===== src/rtl/qpa_pkg.sv =====
package qpa_pkg;
   // How the per-sample increment is formed
   typedef enum logic [0:0] {
      INC_DIRECT = 1'b0,   // p1 + p2 + 2*sum(p2), computed each cycle
      INC_RECUR  = 1'b1    // registered increment, advanced by 2*p2
   } inc_style_e;

   localparam int unsigned MIN_W = 8;
   localparam int unsigned MAX_W = 64;
endpackage


===== src/rtl/qpa_diff_engine.sv =====
module qpa_diff_engine
   import qpa_pkg::*;
#(
   parameter int unsigned W     = 48,
   parameter inc_style_e  STYLE = INC_RECUR
) (
   input  logic         clk,
   input  logic         rst_n,
   input  logic         load_i,
   input  logic         step_i,
   input  logic [W-1:0] p1_i,
   input  logic [W-1:0] p2_i,
   output logic [W-1:0] inc_o
);
   localparam logic [W-1:0] ZERO = '0;

   logic [W-1:0] c2_q;

   always_ff @(posedge clk) begin
      if (!rst_n)      c2_q <= ZERO;
      else if (load_i) c2_q <= p2_i;
   end

   generate
      if (STYLE == INC_RECUR) begin : g_recur
         logic [W-1:0] inc_q;
         always_ff @(posedge clk) begin
            if (!rst_n)      inc_q <= ZERO;
            else if (load_i) inc_q <= p1_i + p2_i;
            else if (step_i) inc_q <= inc_q + {c2_q[W-2:0], 1'b0};
         end
         assign inc_o = inc_q;
      end else begin : g_direct
         logic [W-1:0] c1_q;
         logic [W-1:0] sum_q;
         always_ff @(posedge clk) begin
            if (!rst_n) begin
               c1_q  <= ZERO;
               sum_q <= ZERO;
            end else if (load_i) begin
               c1_q  <= p1_i;
               sum_q <= ZERO;
            end else if (step_i) begin
               sum_q <= sum_q + c2_q;
            end
         end
         assign inc_o = c1_q + c2_q + {sum_q[W-2:0], 1'b0};
      end
   endgenerate


   inc_coef_hold_chk: assert property (@(posedge clk) disable iff (!rst_n)
      !load_i |=> $stable(c2_q));
endmodule


===== src/rtl/qpa_phase_acc.sv =====
module qpa_phase_acc #(
   parameter int unsigned W = 48
) (
   input  logic         clk,
   input  logic         rst_n,
   input  logic         load_i,
   input  logic [W-1:0] p0_i,
   input  logic         sample_i,
   input  logic         wrap_i,
   input  logic [W-1:0] wrap_ofs_i,
   input  logic [W-1:0] inc_i,
   output logic         valid_o,
   output logic [W-1:0] phase_o
);
   localparam logic [W-1:0] ZERO = '0;

   logic [W-1:0] acc_q;
   logic [W-1:0] off_q;
   logic [W-1:0] wrap_add;
   logic [W-1:0] off_next;
   logic         step;

   assign step     = sample_i & ~load_i;
   assign wrap_add = wrap_i ? wrap_ofs_i : ZERO;
   assign off_next = off_q + wrap_add;

   always_ff @(posedge clk) begin
      if (!rst_n) begin
         acc_q   <= ZERO;
         off_q   <= ZERO;
         phase_o <= ZERO;
         valid_o <= 1'b0;
      end else begin
         valid_o <= step;
         if (load_i) begin
            acc_q <= p0_i;
            off_q <= ZERO;
         end else if (sample_i) begin
            phase_o <= acc_q + off_next;
            off_q   <= off_next;
            acc_q   <= acc_q + inc_i;
         end
      end
   end


   valid_pulse_chk: assert property (@(posedge clk) disable iff (!rst_n)
      valid_o |-> $past(sample_i && !load_i));


   idle_hold_chk: assert property (@(posedge clk) disable iff (!rst_n)
      !sample_i |=> ($stable(phase_o) && !valid_o));


   wrap_ignored_chk: assert property (@(posedge clk) disable iff (!rst_n)
      (!sample_i && !load_i) |=> ($stable(off_q) && $stable(acc_q)));


   load_wins_chk: assert property (@(posedge clk) disable iff (!rst_n)
      load_i |=> !valid_o);
endmodule


===== src/rtl/quad_phase_gen.sv =====
module quad_phase_gen
   import qpa_pkg::*;
#(
   parameter int unsigned W     = 48,
   parameter inc_style_e  STYLE = INC_RECUR
) (
   input  logic         clk,
   input  logic         rst_n,
   input  logic         load_i,
   input  logic [W-1:0] p0_i,
   input  logic [W-1:0] p1_i,
   input  logic [W-1:0] p2_i,
   input  logic         sample_i,
   input  logic         wrap_i,
   input  logic [W-1:0] wrap_ofs_i,
   output logic         valid_o,
   output logic [W-1:0] phase_o
);
   generate
      if (W < MIN_W || W > MAX_W) begin : g_bad_width
         $error("quad_phase_gen: W out of range");
      end
   endgenerate

   logic [W-1:0] inc;
   logic         step;

   assign step = sample_i & ~load_i;

   qpa_diff_engine #(.W(W), .STYLE(STYLE)) u_diff (
      .clk    (clk),
      .rst_n  (rst_n),
      .load_i (load_i),
      .step_i (step),
      .p1_i   (p1_i),
      .p2_i   (p2_i),
      .inc_o  (inc)
   );

   qpa_phase_acc #(.W(W)) u_acc (
      .clk        (clk),
      .rst_n      (rst_n),
      .load_i     (load_i),
      .p0_i       (p0_i),
      .sample_i   (sample_i),
      .wrap_i     (wrap_i),
      .wrap_ofs_i (wrap_ofs_i),
      .inc_i      (inc),
      .valid_o    (valid_o),
      .phase_o    (phase_o)
   );


   seed_chk: assert property (@(posedge clk) disable iff (!rst_n)
      (load_i ##1 (sample_i && !load_i && !wrap_i)) |=> (phase_o == $past(p0_i, 2)));
endmodule


===== config.mk =====
export PLATFORM = sky130hd
export DESIGN_NAME = quad_phase_gen
export DESIGN_NICKNAME = d
export VERILOG_FILES = /design/src/rtl/qpa_pkg.sv /design/src/rtl/qpa_diff_engine.sv /design/src/rtl/qpa_phase_acc.sv /design/src/rtl/quad_phase_gen.sv
export SDC_FILE = /design/constraint.sdc
export NUM_CORES = 1
export LEC_CHECK = 0
export CAP_MARGIN = 5
export CELL_PAD_IN_SITES_DETAIL_PLACEMENT = 1
export CELL_PAD_IN_SITES_GLOBAL_PLACEMENT = 2
export CORE_ASPECT_RATIO = 1.2
export CORE_MARGIN = 2
export CORE_UTILIZATION = 34
export CTS_BUF_LIST = sky130_fd_sc_hd__clkbuf_16
export DETAILED_ROUTE_END_ITERATION = 8
export MAX_ROUTING_LAYER = met4
export PLACE_DENSITY = 0.88
export SLEW_MARGIN = 20
export SYNTH_ARGS = -nofsm -noshare
export SYNTH_HDL_FRONTEND = slang
export SYNTH_SLANG_ARGS = --single-unit

===== constraint.sdc =====
create_clock -name clk -period 8.5 [get_ports clk]
set_input_delay 2.125 -clock clk [delete_from_list [all_inputs] [get_ports clk]]
set_output_delay 2.125 -clock clk [all_outputs]
set_load 0.005 [all_outputs]

# Yosys cells after proc, flatten, opt, wreduce, memory -nomap -nowiden

Index checks and enable logic that the tools add are counted.

Muxes and demuxes: 5
Add/sub/neg operators: 5
Bitwise operators: 3
Reduce and logical (&&, ||, !) cells: 4

Operator list:

| kind                | number |
|---|---|
| adder 48 bit        | 5 |
| 2-to-1 mux 48 bit   | 5 |
| nonzero test 2 bit  | 2 |
| NOT 1 bit           | 2 |
| AND reduction 2 bit | 1 |
| OR reduction 2 bit  | 1 |
| AND 1 bit           | 1 |

Register bits: 240

# Depth between registers and ports, before layout

Depth in word-level cells: 4
Gate-level depth with buffers: 26
Mapped depth without buffers: 24

# By module

Synthesis repeated with hierarchy kept, for this count alone.

Cell total of the unflattened synthesis: 2,824
Area total of the unflattened synthesis: 22,092.4 um^2

By module, submodules not included:

| module          | seq. area each (um^2) | area an instance (um^2) | cells an instance | times used |
|---|---|---|---|---|
| qpa_phase_acc   | 2,902.8               | 12,981.2                | 1,657             | 1 |
| qpa_diff_engine | 1,901.8               | 9,097.5                 | 1,166             | 1 |
| quad_phase_gen  | 0.0                   | 13.8                    | 1                 | 1 |

# Worst setup path after synthesis

Ideal clock, no wire load.

Path type: input port to flip-flop
From: in wrap_i
To: reg u_acc.phase_o[47]
Setup slack: 1.684 ns
Stages on the path: 24
Data arrival time: 6.741 ns
Setup time: 0.074 ns
Path through: clkbuf_1 -> and2_1 -> ha_1 -> inv_1 -> fa_1 -> nor2b_1 -> o31a_1 -> o221ai_1 -> o21a_1 -> o211ai_1 -> nand2_1 -> o21ai_0 -> xor2_1 -> ha_1 -> nand2_1 -> nor2_1 -> and2_1 -> nand3_1 -> o41ai_1 -> o211ai_1 -> a311oi_1 -> xor2_1 -> xnor3_1 -> o21ai_0

Longest elaborated chain between the ends: 3

Ends and longest elaborated chain:

| element                | RTL line             | source |
|---|---|---|
| start, declared        | quad_phase_gen.sv:14 | `input logic wrap_i,` |
| 2-to-1 mux 48 bit      | qpa_phase_acc.sv:24  | `assign wrap_add = wrap_i ? wrap_ofs_i : ZERO;` |
| adder 48 bit           | qpa_phase_acc.sv:25  | `assign off_next = off_q + wrap_add;` |
| via u_acc.off_next[24] | qpa_phase_acc.sv:20  | `logic [W-1:0] off_next;` |
| adder 48 bit           | qpa_phase_acc.sv:39  | `phase_o <= acc_q + off_next;` |
| end signal, assigned   | qpa_phase_acc.sv:39  |  |
| end, declared          | qpa_phase_acc.sv:13  | `output logic [W-1:0] phase_o` |

The timed path passes the listed nets, and every way through them passes these cells.
A chain may end at the register's enable or synchronous reset.

# Worst setup path after layout

Ends and elaborated chain as after synthesis.

==> results_dict.tcl <==
set metrics [dict create \
    syn-num-nets 3376 \
    async_flop_share_pct 0 \
    track_usage_pct 24.6 \
    clockBufferDepth 3 \
    switching_share_pct 36.2 \
    detail-route-antenna-nets 0 \
    power.leakage_nw 12.2 \
    yosysSeqAreaShare_pct 21.3 \
    firstDrtPassIters 5 \
    final_max_slew_viol_count 0 \
    start_kind "primary input" \
    grt_start_max_net_pins 73 \
    crit_type "in2reg" \
    crit_fanout 17 \
    port_buffers 245 \
    gp_congestion 0.897 \
    finalCritPeriodShare_pct 92.8 \
    worstPathArrival_ns 8.42 \
    yosysUniqueCellTypes 88 \
    antenna_cells 0 \
    grt_first_pass_wirelength_um 131000 \
    cts.sinks 240 \
    vias 22512 \
    setup_viol_count_final 0 \
    fin_nets 3517 \
    drive_gt1_share_pct 3.90 \
    hold_buffers 0 \
    cts_resized 0 \
    synth_commonest_cells "a21oi_1, nor2_1, nand2_1" \
    syn_avg_cell_area_um2 7.67 \
    crit_path_cell_trace "clkdlybuf4s50_1, and2_1, ha_1, inv_1, fa_1, nor2b_1, o31a_1, o221ai_1, o21a_1, o211ai_1, nand2_1, o21ai_0, xor2_1, ha_1, nand2_1, nor2_1, and2_1, nand3_1, o41ai_2, o211ai_1, a311oi_1, xor2_1, xnor3_1, o21ai_0" \
    synth_edf_count 0 \
    yosysWarnings 0 \
    clkTransAtPathRegs_ns 0.06 \
    design.portCount 246 \
    dieWidth_um 239 \
    ir_drop_uv 138 \
    start_util_pct 34.3 \
    clk_latency_ns 0.61 \
    cpPeakStageDelay_ns 0.83 \
    synth.most_common_cell "a21oi_1" \
    seqPwrFrac_pct 31.5 \
    whs_ns 0.450 \
    grt_pass1_vias 23548 \
    cts_setup_buffers 0 \
    yosysTopAreaCellShare_pct 21.3 \
    setup_tns_ns 0 \
    max_freq_mhz 127 \
    power.density_mw_per_mm2 156 \
    numCtsBuffers 29 \
    avgViaCountPerCell 5.71 \
    drt_iter0_markers 840 \
    tritoncts "yes" \
    dieArea_mm2 0.0684 \
    skew_ns 0.0296 \
    gr-total-overflow 0 \
    cp_slowest_cell "clkdlybuf4s50_1" \
    p_sw_mw 1.51 \
    drcViolationCount 0 \
    hp-class "reg2reg" \
    maxCapViolCount 0 \
    p_int_mw 2.66 \
    fp-row-count 103 \
    wirelength_um 83600 \
    core-area_mm2 0.0657 \
    tightest_slew_ns 0.958 \
    cts_root_buffer "clkbuf_16" \
    wl_per_cell_um 21.2 \
    reg2reg_slack_ns 2.87 \
    hold_violations 0 \
    ys_ff_latch 240 \
    end_kind "register" \
    slew_headroom_pct 36.1 \
    synthFlopType "dfxtp_1" \
    die_h_um 286 \
    syn2layout_area_growth_pct 18.4 \
    yosysTopAreaCell "dfxtp_1" \
    synthCells 2939 \
    synth_area_leaders "dfxtp_1, ha_1, a21oi_1" \
    synth.cell_area_mm2 0.0225 \
    antenna_found_initial 0 \
    critPathRequiredTime_ns 9.03 \
    clock_power_share_pct 32.9 \
    rsz0062_at_grt "no" \
    status "complete, no violations" \
    dpl.hpwl_um 65600 \
    cts_max_level 1 \
    p_comb_share_pct 35.6 \
    period_minus_slack_ns 7.89 \
]
-- flip-flops by register name, summed over array words and instances (netlist names) --
signal         count
u_acc.acc_q       48
u_acc.off_q       48
u_acc.phase_o     48
u_diff.inc_o      48
u_diff.c2_q       47
u_acc.valid_o      1
-- cell type report --
cell class | instances | area (µm²)
multi-input cells | 2475 | 16900
inverters | 66 | 251
fillers | 7918 | 39000
flip-flops and latches | 240 | 4800
repair buffers | 268 | 2640
clock buffers | 29 | 726
clock inverters | 24 | 300
well taps | 840 | 1050
-- critical path, delay by kind of cell --
kind                     cells  cell delay [ns]
AO/OA/AOI/OAI                9             2.53
XOR/XNOR                     3             0.57
buffers and inverters        2             0.91
AND/OR/NAND/NOR              7             1.23
adder cells (fa/ha/maj)      3             1.04
-- logic make-up (layout without fill, tap and decap cells) --
group | after synthesis | in the layout | synth area share (%)
flip-flops | 240 | 240 | 21.3
XOR/XNOR | 183 | 183 | 7.17
multiplexers | 119 | 119 | 5.32
buffers and inverters | 224 | 387 | 3.75
AO/OA/AOI/OAI | 1025 | 1025 | 29.9
AND/OR/NAND/NOR | 908 | 908 | 19.1
adder cells (fa/ha/maj) | 240 | 240 | 13.5
-- cells in the final DEF (no fill, tap or decap), types with 22 or more instances in the layout --
cell type / count
a211oi_1: 74
a21o_1: 191
a21oi_1: 320
a31oi_1: 26
and2_1: 64
and3_1: 32
buf_4: 22
clkbuf_16: 29
clkdlybuf4s50_1: 242
dfxtp_1: 240
ha_1: 235
inv_1: 64
mux2i_1: 115
nand2_1: 255
nand2b_1: 24
nand3_1: 69
nand4_1: 37
nor2_1: 258
nor2b_1: 33
nor3_1: 57
o211ai_1: 26
o21a_1: 35
o21ai_0: 140
o21bai_1: 36
xnor2_1: 110
xor2_1: 72
-- per-layer routing --
layer	routed length [µm]	GRT usage, %
met5	0	-
met4	1920	6.05
met1	38500	31.2
met2	41000	42.8
met3	2110	1.34
-- power groups by stage --
stage / Clock [mW] / Sequential, mW / Combinational (mW)
global route: 1.44 / 1.32 / 1.64
finish: 1.37 / 1.31 / 1.48
detailed placement: 0 / 1.34 / 1.47
floorplan: 0 / 1.29 / 1.02
global placement: 0 / 1.33 / 1.44
CTS: 1.41 / 1.31 / 1.48
-- final timing paths --
path / from / to / cells past startpoint
setup / recovery: wrap_i / u_acc.phase_o[47] / 24
hold / removal: u_acc.phase_o[27] / u_acc.phase_o[27] / 2
setup reg to reg: u_acc.off_q[0] / u_acc.phase_o[47] / 22
hold reg to reg: u_acc.phase_o[27] / u_acc.phase_o[27] / 2
-- metrics by stage --
stage | instances | worst slack [ns] | util [%] | instance area [µm²] | total power, mW
finish | 3942 | 0.613 | 40.6 | 26700 | 4.17
global route | 3942 | 0.0367 | 40.6 | 26700 | 4.41
floorplan | 2939 | 1.68 | - | 22500 | 2.31
global placement | 3889 | 0.0352 | 39.0 | 25600 | 2.77
detailed placement | 3889 | -0.253 | 39.0 | 25600 | 2.81
CTS | 3942 | 0.313 | 40.6 | 26700 | 4.20
Note: power is estimated with default switching activity, not from simulation.
